<file path="src/rtl/i2cf_pkg.sv">
// Package: constants shared by the I2C FIFO event block.
// Assumes a 16-bit configuration word with fixed field positions that the
// register decoder relies on.
package i2cf_pkg;
    localparam int ST_W       = 6;
    localparam int ST_RXRDY   = 0;
    localparam int ST_TXRDY   = 1;
    localparam int ST_RXDRN   = 2;
    localparam int ST_TXDRN   = 3;
    localparam int ST_RXOVR   = 4;
    localparam int ST_TXUDF   = 5;

    localparam int CFG_W      = 16;
    localparam int THR_W      = 6;
    localparam int CFG_RXCLR  = 14;
    localparam int CFG_RXTHR  = 8;
    localparam int CFG_TXCLR  = 6;
    localparam int CFG_TXTHR  = 0;

    typedef logic [ST_W-1:0] evt_vec_t;

    // Depth code: depth = 8 << code
    function automatic logic [1:0] depth_code(input int depth);
        return 2'($clog2(depth) - 3);
    endfunction
endpackage

</file>
<file path="src/rtl/i2cf_byte_fifo.sv">
// Module: synchronous byte queue with flush.
// Assumes DEPTH is a power of two; the head byte is read combinationally.
// A write on a full queue is accepted only when a read happens in the same
// cycle; flush wins over any write or read.
module i2cf_byte_fifo #(
    parameter  int DEPTH = 32,
    parameter  int DW    = 8,
    localparam int AW    = $clog2(DEPTH),
    localparam int LW    = AW + 1
) (
    input  logic          clk,
    input  logic          rst_n,
    input  logic          flush,
    input  logic          wr_en,
    input  logic [DW-1:0] wr_data,
    input  logic          rd_en,
    output logic [DW-1:0] rd_data,
    output logic [LW-1:0] level
);
    logic [DW-1:0] mem [DEPTH];
    logic [AW-1:0] wp, rp;
    logic [LW-1:0] cnt;
    logic          full, empty, do_wr, do_rd;

    // Occupancy flags and accepted operations
    always_comb begin
        full  = (cnt == LW'(DEPTH));
        empty = (cnt == '0);
        do_rd = rd_en && !empty;
        do_wr = wr_en && (!full || do_rd);
    end

    // Storage array, no reset needed
    always_ff @(posedge clk) begin
        if (do_wr && !flush) mem[wp] <= wr_data;
    end

    // Pointers and count
    always_ff @(posedge clk) begin
        if (!rst_n || flush) begin
            wp  <= '0;
            rp  <= '0;
            cnt <= '0;
        end else begin
            if (do_wr) wp <= wp + AW'(1);
            if (do_rd) rp <= rp + AW'(1);
            case ({do_wr, do_rd})
                2'b10:   cnt <= cnt + LW'(1);
                2'b01:   cnt <= cnt - LW'(1);
                default: cnt <= cnt;
            endcase
        end
    end

    assign rd_data = mem[rp];
    assign level   = cnt;
endmodule

</file>
<file path="src/rtl/i2cf_evt_regs.sv">
// Module: sticky event register with write-one-to-clear and enable mask.
// Assumes set requests take priority over a clear in the same cycle.
module i2cf_evt_regs #(
    parameter int N = 6
) (
    input  logic         clk,
    input  logic         rst_n,
    input  logic [N-1:0] set_vec,
    input  logic         clr_we,
    input  logic [N-1:0] clr_vec,
    input  logic         ien_we,
    input  logic [N-1:0] ien_vec,
    output logic [N-1:0] status,
    output logic         irq
);
    logic [N-1:0] ien_q;
    logic [N-1:0] clr_mask;

    // Clear mask active only on a clear strobe
    assign clr_mask = clr_we ? clr_vec : '0;

    // Status bits: clear by one, set wins
    always_ff @(posedge clk) begin
        if (!rst_n) status <= '0;
        else        status <= (status & ~clr_mask) | set_vec;
    end

    // Interrupt enable mask
    always_ff @(posedge clk) begin
        if (!rst_n)      ien_q <= '0;
        else if (ien_we) ien_q <= ien_vec;
    end

    assign irq = |(status & ien_q);
endmodule

</file>
<file path="src/rtl/i2c_fifo_events.sv">
// Module: paired receive/transmit byte queues with threshold, drain and error
// events for an I2C controller. Assumes DEPTH is a power of two from 8 to 64
// and LEFT_W is at least the threshold width. Conditions are evaluated from
// registered state and land in status one edge later.
module i2c_fifo_events
    import i2cf_pkg::*;
#(
    parameter  int DEPTH  = 32,
    parameter  int LEFT_W = 16,
    localparam int LW     = $clog2(DEPTH) + 1
) (
    input  logic              clk,
    input  logic              rst_n,
    input  logic              rx_push,
    input  logic [7:0]        rx_byte,
    input  logic              tx_pop,
    output logic [7:0]        tx_byte,
    input  logic              cfg_wr,
    input  logic [CFG_W-1:0]  cfg_wdata,
    output logic [CFG_W-1:0]  cfg_rdata,
    input  logic              data_wr,
    input  logic [7:0]        data_wdata,
    input  logic              data_rd,
    output logic [7:0]        data_rdata,
    input  logic              sts_clr,
    input  logic [ST_W-1:0]   sts_wdata,
    input  logic              ien_wr,
    input  logic [ST_W-1:0]   ien_wdata,
    input  logic [LEFT_W-1:0] xfer_left,
    output logic [ST_W-1:0]   status,
    output logic              irq,
    output logic [LW-1:0]     rx_level,
    output logic [LW-1:0]     tx_level,
    output logic [1:0]        size_code
);
    localparam int CW = ((LW > THR_W) ? LW : THR_W) + 1;
    localparam logic [CFG_W-1:0] CLR_BITS =
        CFG_W'((1 << CFG_RXCLR) | (1 << CFG_TXCLR));

    logic [CFG_W-1:0] cfg_q;
    logic [THR_W-1:0] rx_thr, tx_thr;
    logic             rx_flush, tx_flush;
    logic             rx_rdy_c, tx_rdy_c, rx_drn_c, tx_drn_c;
    logic             rx_ovr_e, tx_udf_e;
    evt_vec_t         set_vec;

    // Configuration word; flush bits are strobes and are not kept
    always_ff @(posedge clk) begin
        if (!rst_n)      cfg_q <= '0;
        else if (cfg_wr) cfg_q <= cfg_wdata & ~CLR_BITS;
    end

    assign rx_thr    = cfg_q[CFG_RXTHR +: THR_W];
    assign tx_thr    = cfg_q[CFG_TXTHR +: THR_W];
    assign rx_flush  = cfg_wr && cfg_wdata[CFG_RXCLR];
    assign tx_flush  = cfg_wr && cfg_wdata[CFG_TXCLR];
    assign cfg_rdata = cfg_q;
    assign size_code = depth_code(DEPTH);

    // Receive queue: bus side writes, register side reads
    i2cf_byte_fifo #(.DEPTH(DEPTH), .DW(8)) u_rxq (
        .clk     (clk),
        .rst_n   (rst_n),
        .flush   (rx_flush),
        .wr_en   (rx_push),
        .wr_data (rx_byte),
        .rd_en   (data_rd),
        .rd_data (data_rdata),
        .level   (rx_level)
    );

    // Transmit queue: register side writes, bus side reads
    i2cf_byte_fifo #(.DEPTH(DEPTH), .DW(8)) u_txq (
        .clk     (clk),
        .rst_n   (rst_n),
        .flush   (tx_flush),
        .wr_en   (data_wr),
        .wr_data (data_wdata),
        .rd_en   (tx_pop),
        .rd_data (tx_byte),
        .level   (tx_level)
    );

    // Threshold, drain and error conditions from current state
    always_comb begin
        rx_rdy_c = CW'(rx_level) >= (CW'(rx_thr) + CW'(1));
        tx_rdy_c = (CW'(DEPTH) - CW'(tx_level)) >= (CW'(tx_thr) + CW'(1));
        rx_drn_c = (rx_level != '0) && (xfer_left <= LEFT_W'(rx_thr));
        tx_drn_c = (xfer_left != '0) && (xfer_left <= LEFT_W'(tx_thr))
                   && (LEFT_W'(tx_level) < xfer_left);
        rx_ovr_e = rx_push && (rx_level == LW'(DEPTH)) && !data_rd;
        tx_udf_e = tx_pop && (tx_level == '0);
        set_vec           = '0;
        set_vec[ST_RXRDY] = rx_rdy_c;
        set_vec[ST_TXRDY] = tx_rdy_c;
        set_vec[ST_RXDRN] = rx_drn_c;
        set_vec[ST_TXDRN] = tx_drn_c;
        set_vec[ST_RXOVR] = rx_ovr_e;
        set_vec[ST_TXUDF] = tx_udf_e;
    end

    // Sticky status, clear-by-one and interrupt masking
    i2cf_evt_regs #(.N(ST_W)) u_evt (
        .clk     (clk),
        .rst_n   (rst_n),
        .set_vec (set_vec),
        .clr_we  (sts_clr),
        .clr_vec (sts_wdata),
        .ien_we  (ien_wr),
        .ien_vec (ien_wdata),
        .status  (status),
        .irq     (irq)
    );
endmodule

</file>
<file path="config.mk">
export PLATFORM = sky130hd
export DESIGN_NAME = i2c_fifo_events
export DESIGN_NICKNAME = d
export VERILOG_FILES = /design/src/rtl/i2cf_pkg.sv /design/src/rtl/i2cf_byte_fifo.sv /design/src/rtl/i2cf_evt_regs.sv /design/src/rtl/i2c_fifo_events.sv
export SDC_FILE = /design/constraint.sdc
export NUM_CORES = 1
export LEC_CHECK = 0
export ABC_AREA = 0
export BUFFER_PORTS_ARGS = -buffer_cell sky130_fd_sc_hd__buf_4
export CORE_MARGIN = 10
export CORE_UTILIZATION = 35
export CTS_BUF_LIST = sky130_fd_sc_hd__clkbuf_4
export DETAILED_ROUTE_END_ITERATION = 10
export PLACE_DENSITY = 0.61
export SETUP_SLACK_MARGIN = 0.1
export SLEW_MARGIN = 25
export SYNTH_ARGS = -nofsm -noshare
export SYNTH_HDL_FRONTEND = slang
export SYNTH_HIERARCHICAL = 1
export SYNTH_SLANG_ARGS = --single-unit
</file>
<file path="constraint.sdc">
create_clock -name clk -period 6.05 [get_ports clk]
set_input_delay 0.605 -clock clk [delete_from_list [all_inputs] [get_ports clk]]
set_output_delay 0.605 -clock clk [all_outputs]
set_load 0.03 [all_outputs]
</file>
### After elaboration in Yosys (flattened, before gate mapping)

Memory sizes are Yosys's and may differ from the RTL's. A register that Yosys moved wholly into a read port is not among the register bits.
Cells that the tools add are included.

| storage, ports and cells | value |
|---|---|
| logic and storage cells | 81 |
| memories kept | 2 |
| bits in writable memories | 512 |
| output and inout bits | 53 |
| bits in registers | 58 |

| operators by class | value |
|---|---|
| muxes and demuxes | 11 |
| $add $sub $neg | 11 |
| reduce and logical (&&, ||, !) cells | 33 |
| $lt $le $gt $ge | 5 |
| eq/ne operators | 6 |
| bitwise gates (word level) | 4 |

Memory list:

| memory | depth | width | rd ports | clocked after Yosys merged registers in | wr ports | line | source |
|---|---|---|---|---|---|---|---|
| u_rxq.mem | 32 | 8 | 1 | 1 | 1 | i2cf_byte_fifo.sv:20 | `logic [DW-1:0] mem [DEPTH];` |
| u_txq.mem | 32 | 8 | 1 | 1 | 1 | i2cf_byte_fifo.sv:20 |  |

Operator list:

| kind | number |
|---|---|
| $le A16 B6 Y1 | 2 |
| $pmux W6 S2 | 2 |
| $add A5 B1 Y5 const B | 4 |
| $mux W5 | 4 |
| $lt A6 B16 Y1 | 1 |
| $reduce_bool A16 Y1 | 1 |
| $add A6 B1 Y7 const B | 2 |
| $logic_and A1 B1 Y1 | 14 |
| $add A6 B1 Y6 const B | 2 |
| $and A6 B6 Y6 | 2 |
| $eq A6 B6 Y1 const B | 2 |
| $logic_not A6 Y1 | 2 |
| $sub A6 B1 Y6 const B | 2 |
| $logic_not A1 Y1 | 8 |
| $ge A6 B7 Y1 | 1 |
| $ge A7 B7 Y1 | 1 |
| $sub A6 B6 Y7 const A | 1 |
| $mux W6 | 1 |
| $not A6 Y6 | 1 |
| $or A6 B6 Y6 | 1 |
| $reduce_bool A6 Y1 | 1 |
| $reduce_or A6 Y1 | 1 |
| $eq A2 B1 Y1 const B | 2 |
| $eq A2 B2 Y1 const B | 2 |
| 3 further kinds | 10 |

### Depth between registers and ports, before layout

| depth | value |
|---|---|
| depth after elaboration | 8 |
| mapped depth | 10 |

### Cells and area by module

Netlist, hierarchy kept.

Modules (own cells, without submodules):

| module | area each (sq um) | cells an instance | sequential area each (sq um) | times used |
|---|---|---|---|---|
| i2cf_byte_fifo | 10,961.8 | 527 | 8,107.8 | 2 |
| i2c_fifo_events | 1,596.5 | 193 | 280.3 | 1 |
| i2cf_evt_regs | 471.7 | 42 | 240.2 | 1 |

### Worst setup path before layout

Ideal clock, no wire load.

| path | value |
|---|---|
| path type | reg-to-reg |
| start point | reg u_txq.cnt[5] (netlist: u_txq/level[5]) |
| end point | reg u_txq.cnt[5] (netlist: u_txq/level[5]) |
| data arrival time | 2.800 ns |
| cell stages (with the launch flop) | 11 |
| path buffers | 0 |
| clock period less this slack | 2.874 ns |
| data required time | 5.976 ns |
| slack | 3.176 ns |
| cell sequence | dfxtp_1 inv_1 a31oi_1 nand2b_1 inv_1 ha_1 a211oi_1 o21bai_1 a21oi_1 mux2_2 a31oi_1 |

| between the ends | value |
|---|---|
| word-level cells in the longest chain between the ends | 7 |
| elaborated cells between the ends (all ways) | 13 |
| classes of those cells | add/sub (2); eq/ne (3); mux (1); reduce/logical (7) |

Ends and longest elaborated chain:

| item | line | source |
|---|---|---|
| start, declared | i2cf_byte_fifo.sv:22 | `logic [LW-1:0] cnt;` |
| start signal, assigned | i2cf_byte_fifo.sv:48 | `2'b10: cnt <= cnt + LW'(1);` |
| start signal, assigned | i2cf_byte_fifo.sv:49 | `2'b01: cnt <= cnt - LW'(1);` |
| start signal, assigned | i2cf_byte_fifo.sv:50 | `default: cnt <= cnt;` |
| $logic_not A6 Y1 | i2cf_byte_fifo.sv:28 | `empty = (cnt == '0);` |
| $logic_not A1 Y1 | i2cf_byte_fifo.sv:29 | `do_rd = rd_en && !empty;` |
| $logic_and A1 B1 Y1 | i2cf_byte_fifo.sv:29 |  |
| $logic_or A1 B1 Y1 | i2cf_byte_fifo.sv:30 | `do_wr = wr_en && (!full \|\| do_rd);` |
| $logic_and A1 B1 Y1 | i2cf_byte_fifo.sv:30 |  |
| $eq A2 B1 Y1 / $eq A2 B2 Y1 (equally long branches) | i2cf_byte_fifo.sv:47 | `case ({do_wr, do_rd})` |
| $pmux W6 S2 / $reduce_bool A2 Y1 (equally long branches) | n/a |  |

Several ways; a longest one is shown, not always the timed one.
A chain may end at the register's enable or synchronous reset.

==> key figures <==
Yosys
  • Seq/Total Area, Yosys: between 60% and 70%
  • #FFs+latches synth: 580
  • Syn Area/Cell: between 15 and 20 um2
  • Syn Inst Count: around 1300
  • Synth Warn #: 6
  • Largest cells by area after synthesis: edfxtp_1 (64%), mux4_2 (15%), dfxtp_1 (5.7%)
  • Number of synthesized flops with an enable pin: between 500 and 600
  • Synth top area share: between 60 and 70%
  • Synth unique cells: 53
  • Async set-reset flop share out of synthesis: 0%
  • Mapped Area: approximately 0.024 mm2
  • Synth Flop Type: edfxtp_1
  • Largest area contributor in the netlist: edfxtp_1

Pwr
  • Leakage: about 9.5 nW
  • Max VDD drop: 0.161 mV
  • Power Density: between 300 and 400 mW/mm2
  • Power consumption: 9.08 mW
  • Internal Pwr Total: between 6 and 7 mW
  • Net Sw Power: ~2.2 mW
  • Switching Share: between 20% and 30%
  • Clock power share: between 30% and 40%
  • Seq pwr share: between 40% and 50%
  • Combinational Power Share: ~13%

Cells and area
  • Layout area overhead: 18.8%
  • Share of layout cells above drive strength 1: roughly 33%
  • Multi-input logic area: roughly 0.0068 mm2
  • Commonest non-fill, non-tap cell in the layout: edfxtp_1
  • FF/Latch Area: roughly 0.017 mm2
  • Filler instances: about 6000
  • Nets: 1711
  • Most frequent cells in the layout: edfxtp_1 (512), clkbuf_4 (207), mux4_2 (160)

STA
  • Tightest Pin Transition: ~1.0 ns
  • Fmax: 224 MHz
  • Setup Viol. Count Final: 0
  • Relative max-transition margin: between 20% and 30%
  • Tmin final: roughly 4.5 ns
  • WHS: between 0.1 and 0.15 ns
  • Tcrit/Tclk final: about 74%
  • Final Slew Violations: 0
  • Final Hold Fails: 0
  • Setup TNS: 0 ns
  • RSZ-0062 raised after global routing: no
  • Setup Skew: ~0.04 ns

Die
  • I/O Pins: around 120
  • Die area: 0.0794 mm2
  • Initial Util: about 36%
  • Die Ht: between 200 and 300 um
  • FP Rows: 95
  • Chip width: 282 um
  • Core area: between 0.06 and 0.07 mm2

Critical path
  • CP max FO: 34
  • WP data required: roughly 5.4 ns
  • Cells along the critical path: buf_4 > mux4_2 > mux4_2 > mux2_2 > buf_4
  • R2R Setup Slk: 1.72 ns
  • Startpoint types: flop
  • Top delay family on crit path: multiplexers
  • Crit Reg-Reg Endpoint: u_txq/level[5]$_SDFFE_PP0P_
  • WP buf/inv: 2
  • FF-to-FF Start: u_txq/level[5]$_SDFFE_PP0P_
  • Max stage delay on crit path: 0.93 ns
  • Setup CP Type: reg2out
  • R2R depth: 12
  • End point of the critical path: data_rdata[0]
  • Slowest cell on crit path: dfxtp_2
  • Critical Path End Type: output port
  • Critical path depth in cells: 5
  • Worst EP arrival: ~3.9 ns

CTS
  • Clock-pin slew on the worst setup and hold paths: 0.07 ns
  • Clock buffer depth: 3
  • Setup Buffers After CTS: 0
  • Total CTS buffers: 147
  • # clock sinks: between 500 and 600
  • TritonCTS clock tree: done
  • CTS H-tree lvls: 4
  • Root buffer cell: clkbuf_4
  • Clk_lat worst skew: approximately 0.95 ns

Drt
  • Antenna Nets Post-Route: 0
  • Drt first pass iters: 5
  • Initial drt markers: 870
  • Final WL: ~55000 um
  • Drt wl/cell: between 20 and 25 um
  • Vias: around 13000
  • Via/cell ratio: 5.15
  • Residual DRC: 0

Worst hold path
  • Hold path startpoint: rx_byte[2]
  • Worst min path class: in2reg

Global route
  • First-pass GRT wire length: 86100 um
  • Total gr overflow: 0
  • GRT Overall Usage: between 10% and 20%
  • Initial antenna violation count: 2
  • Vias in the first global route: 14400
  • Largest net degree at the start of global routing: around 40

Status
  • Status: finished, final reports clean

Placement
  • Port bufs: between 100 and 150
  • DP Wirelength: 34800 um
  • GPL Wtd Cong: around 0.8

Run
  • Max_cap viols: 0
-- cell type report --
type	instances	area share, %
Inverter	39	0.514
Sequential cell	580	58.8
Multi-Input combinational cell	613	23.9
Tap cell	873	3.83
Antenna cell	3	0.0263
Timing Repair Buffer	208	6.20
Clock buffer	207	5.45
Clock inverter	37	1.29
-- power by group through the flow --
stage | sequential (mW) | clock (mW) | combinational [mW]
finish | 4.50 | 3.42 | 1.15
detailed placement | 4.59 | 0 | 1.11
global placement | 4.59 | 0 | 1.09
floorplan | 4.57 | 0 | 0.775
global route | 4.51 | 3.77 | 1.26
CTS | 4.50 | 3.54 | 1.17
-- cells in the mapped netlist (3+ instances only) --
cell type	instances
edfxtp_1	512
or3b_2	4
clkbuf_1	19
nand2_1	27
a211oi_1	5
nand4_1	7
nand3_1	21
xnor2_1	23
nor2b_1	26
or3_1	8
mux4_2	160
and3_1	3
o21a_1	10
nor4_2	3
mux2i_1	30
xor2_1	9
nor4_1	4
ha_1	51
a22oi_1	3
a21boi_0	6
nor2_1	101
and2_1	4
o21ai_0	15
dfxtp_1	68
mux2_2	18
buf_1	14
o31ai_1	3
buf_2	6
a21oi_1	14
nor3_1	8
buf_4	17
a21o_1	3
buf_6	3
inv_1	39
nand3b_1	4
nand2b_1	10
a31oi_1	4
-- metal layers --
layer	wire length, um	GRT usage (%)
met4	916	4.55
met3	3860	4.79
met1	23000	17.8
met5	0	0
met2	27500	23.4
-- registers in the layout, summed over array words and instances (netlist names), 6 cells and up, named ones only --
register      count
u_evt/status      6
u_txq/mem       256
u_rxq/mem       256
u_rxq/level       6
u_evt/ien_q       6
cfg_rdata        14
u_txq/level       6
-- logic make-up after synthesis --
| logic type | after synthesis | share of synthesized area, % |
|---|---|---|
| DFF | 580 | 69.8 |
| and+or+nand+nor | 236 | 4.83 |
| muxes | 208 | 17.1 |
| buffers and inverters | 98 | 1.92 |
| AOI/OAI and AO/OA | 80 | 2.35 |
| adders and majority gates | 53 | 2.83 |
| xor gates and xnor gates | 32 | 1.17 |
| other | 2 | 0.0313 |
-- metrics by stage --
stage	setup WS (ns)	instances	area, um2	utilization (%)
after detailed placement	2.50	2231	25700	38.1
after floorplan	3.18	1291	24000	-
after global placement	2.46	2231	25700	38.1
after CTS	1.41	2556	28500	42.2
final	1.58	2560	28500	42.2
after global routing	1.33	2559	28500	42.2
-- repair_timing --
item                      CTS  global route
resized for setup           0             0
hold endpoints to repair  231             2
hold buffers               81             1
-- how the worst min path moves through the flow --
stage | end | cells past startpoint
5_1_grt | u_rxq/mem[11][2]$_DFFE_PP_ | 1
4_1_cts | u_txq/mem[23][4]$_DFFE_PP_ | 1
3_5_place_dp | u_evt/ien_q[3]$_SDFFE_PN0P_ | 2
6_report | u_rxq/mem[4][2]$_DFFE_PP_ | 1
2_1_floorplan | u_evt/ien_q[0]$_SDFFE_PN0P_ | 2
3_3_place_gp | u_evt/ien_q[3]$_SDFFE_PN0P_ | 2
(Power assumes the default switching activity.)
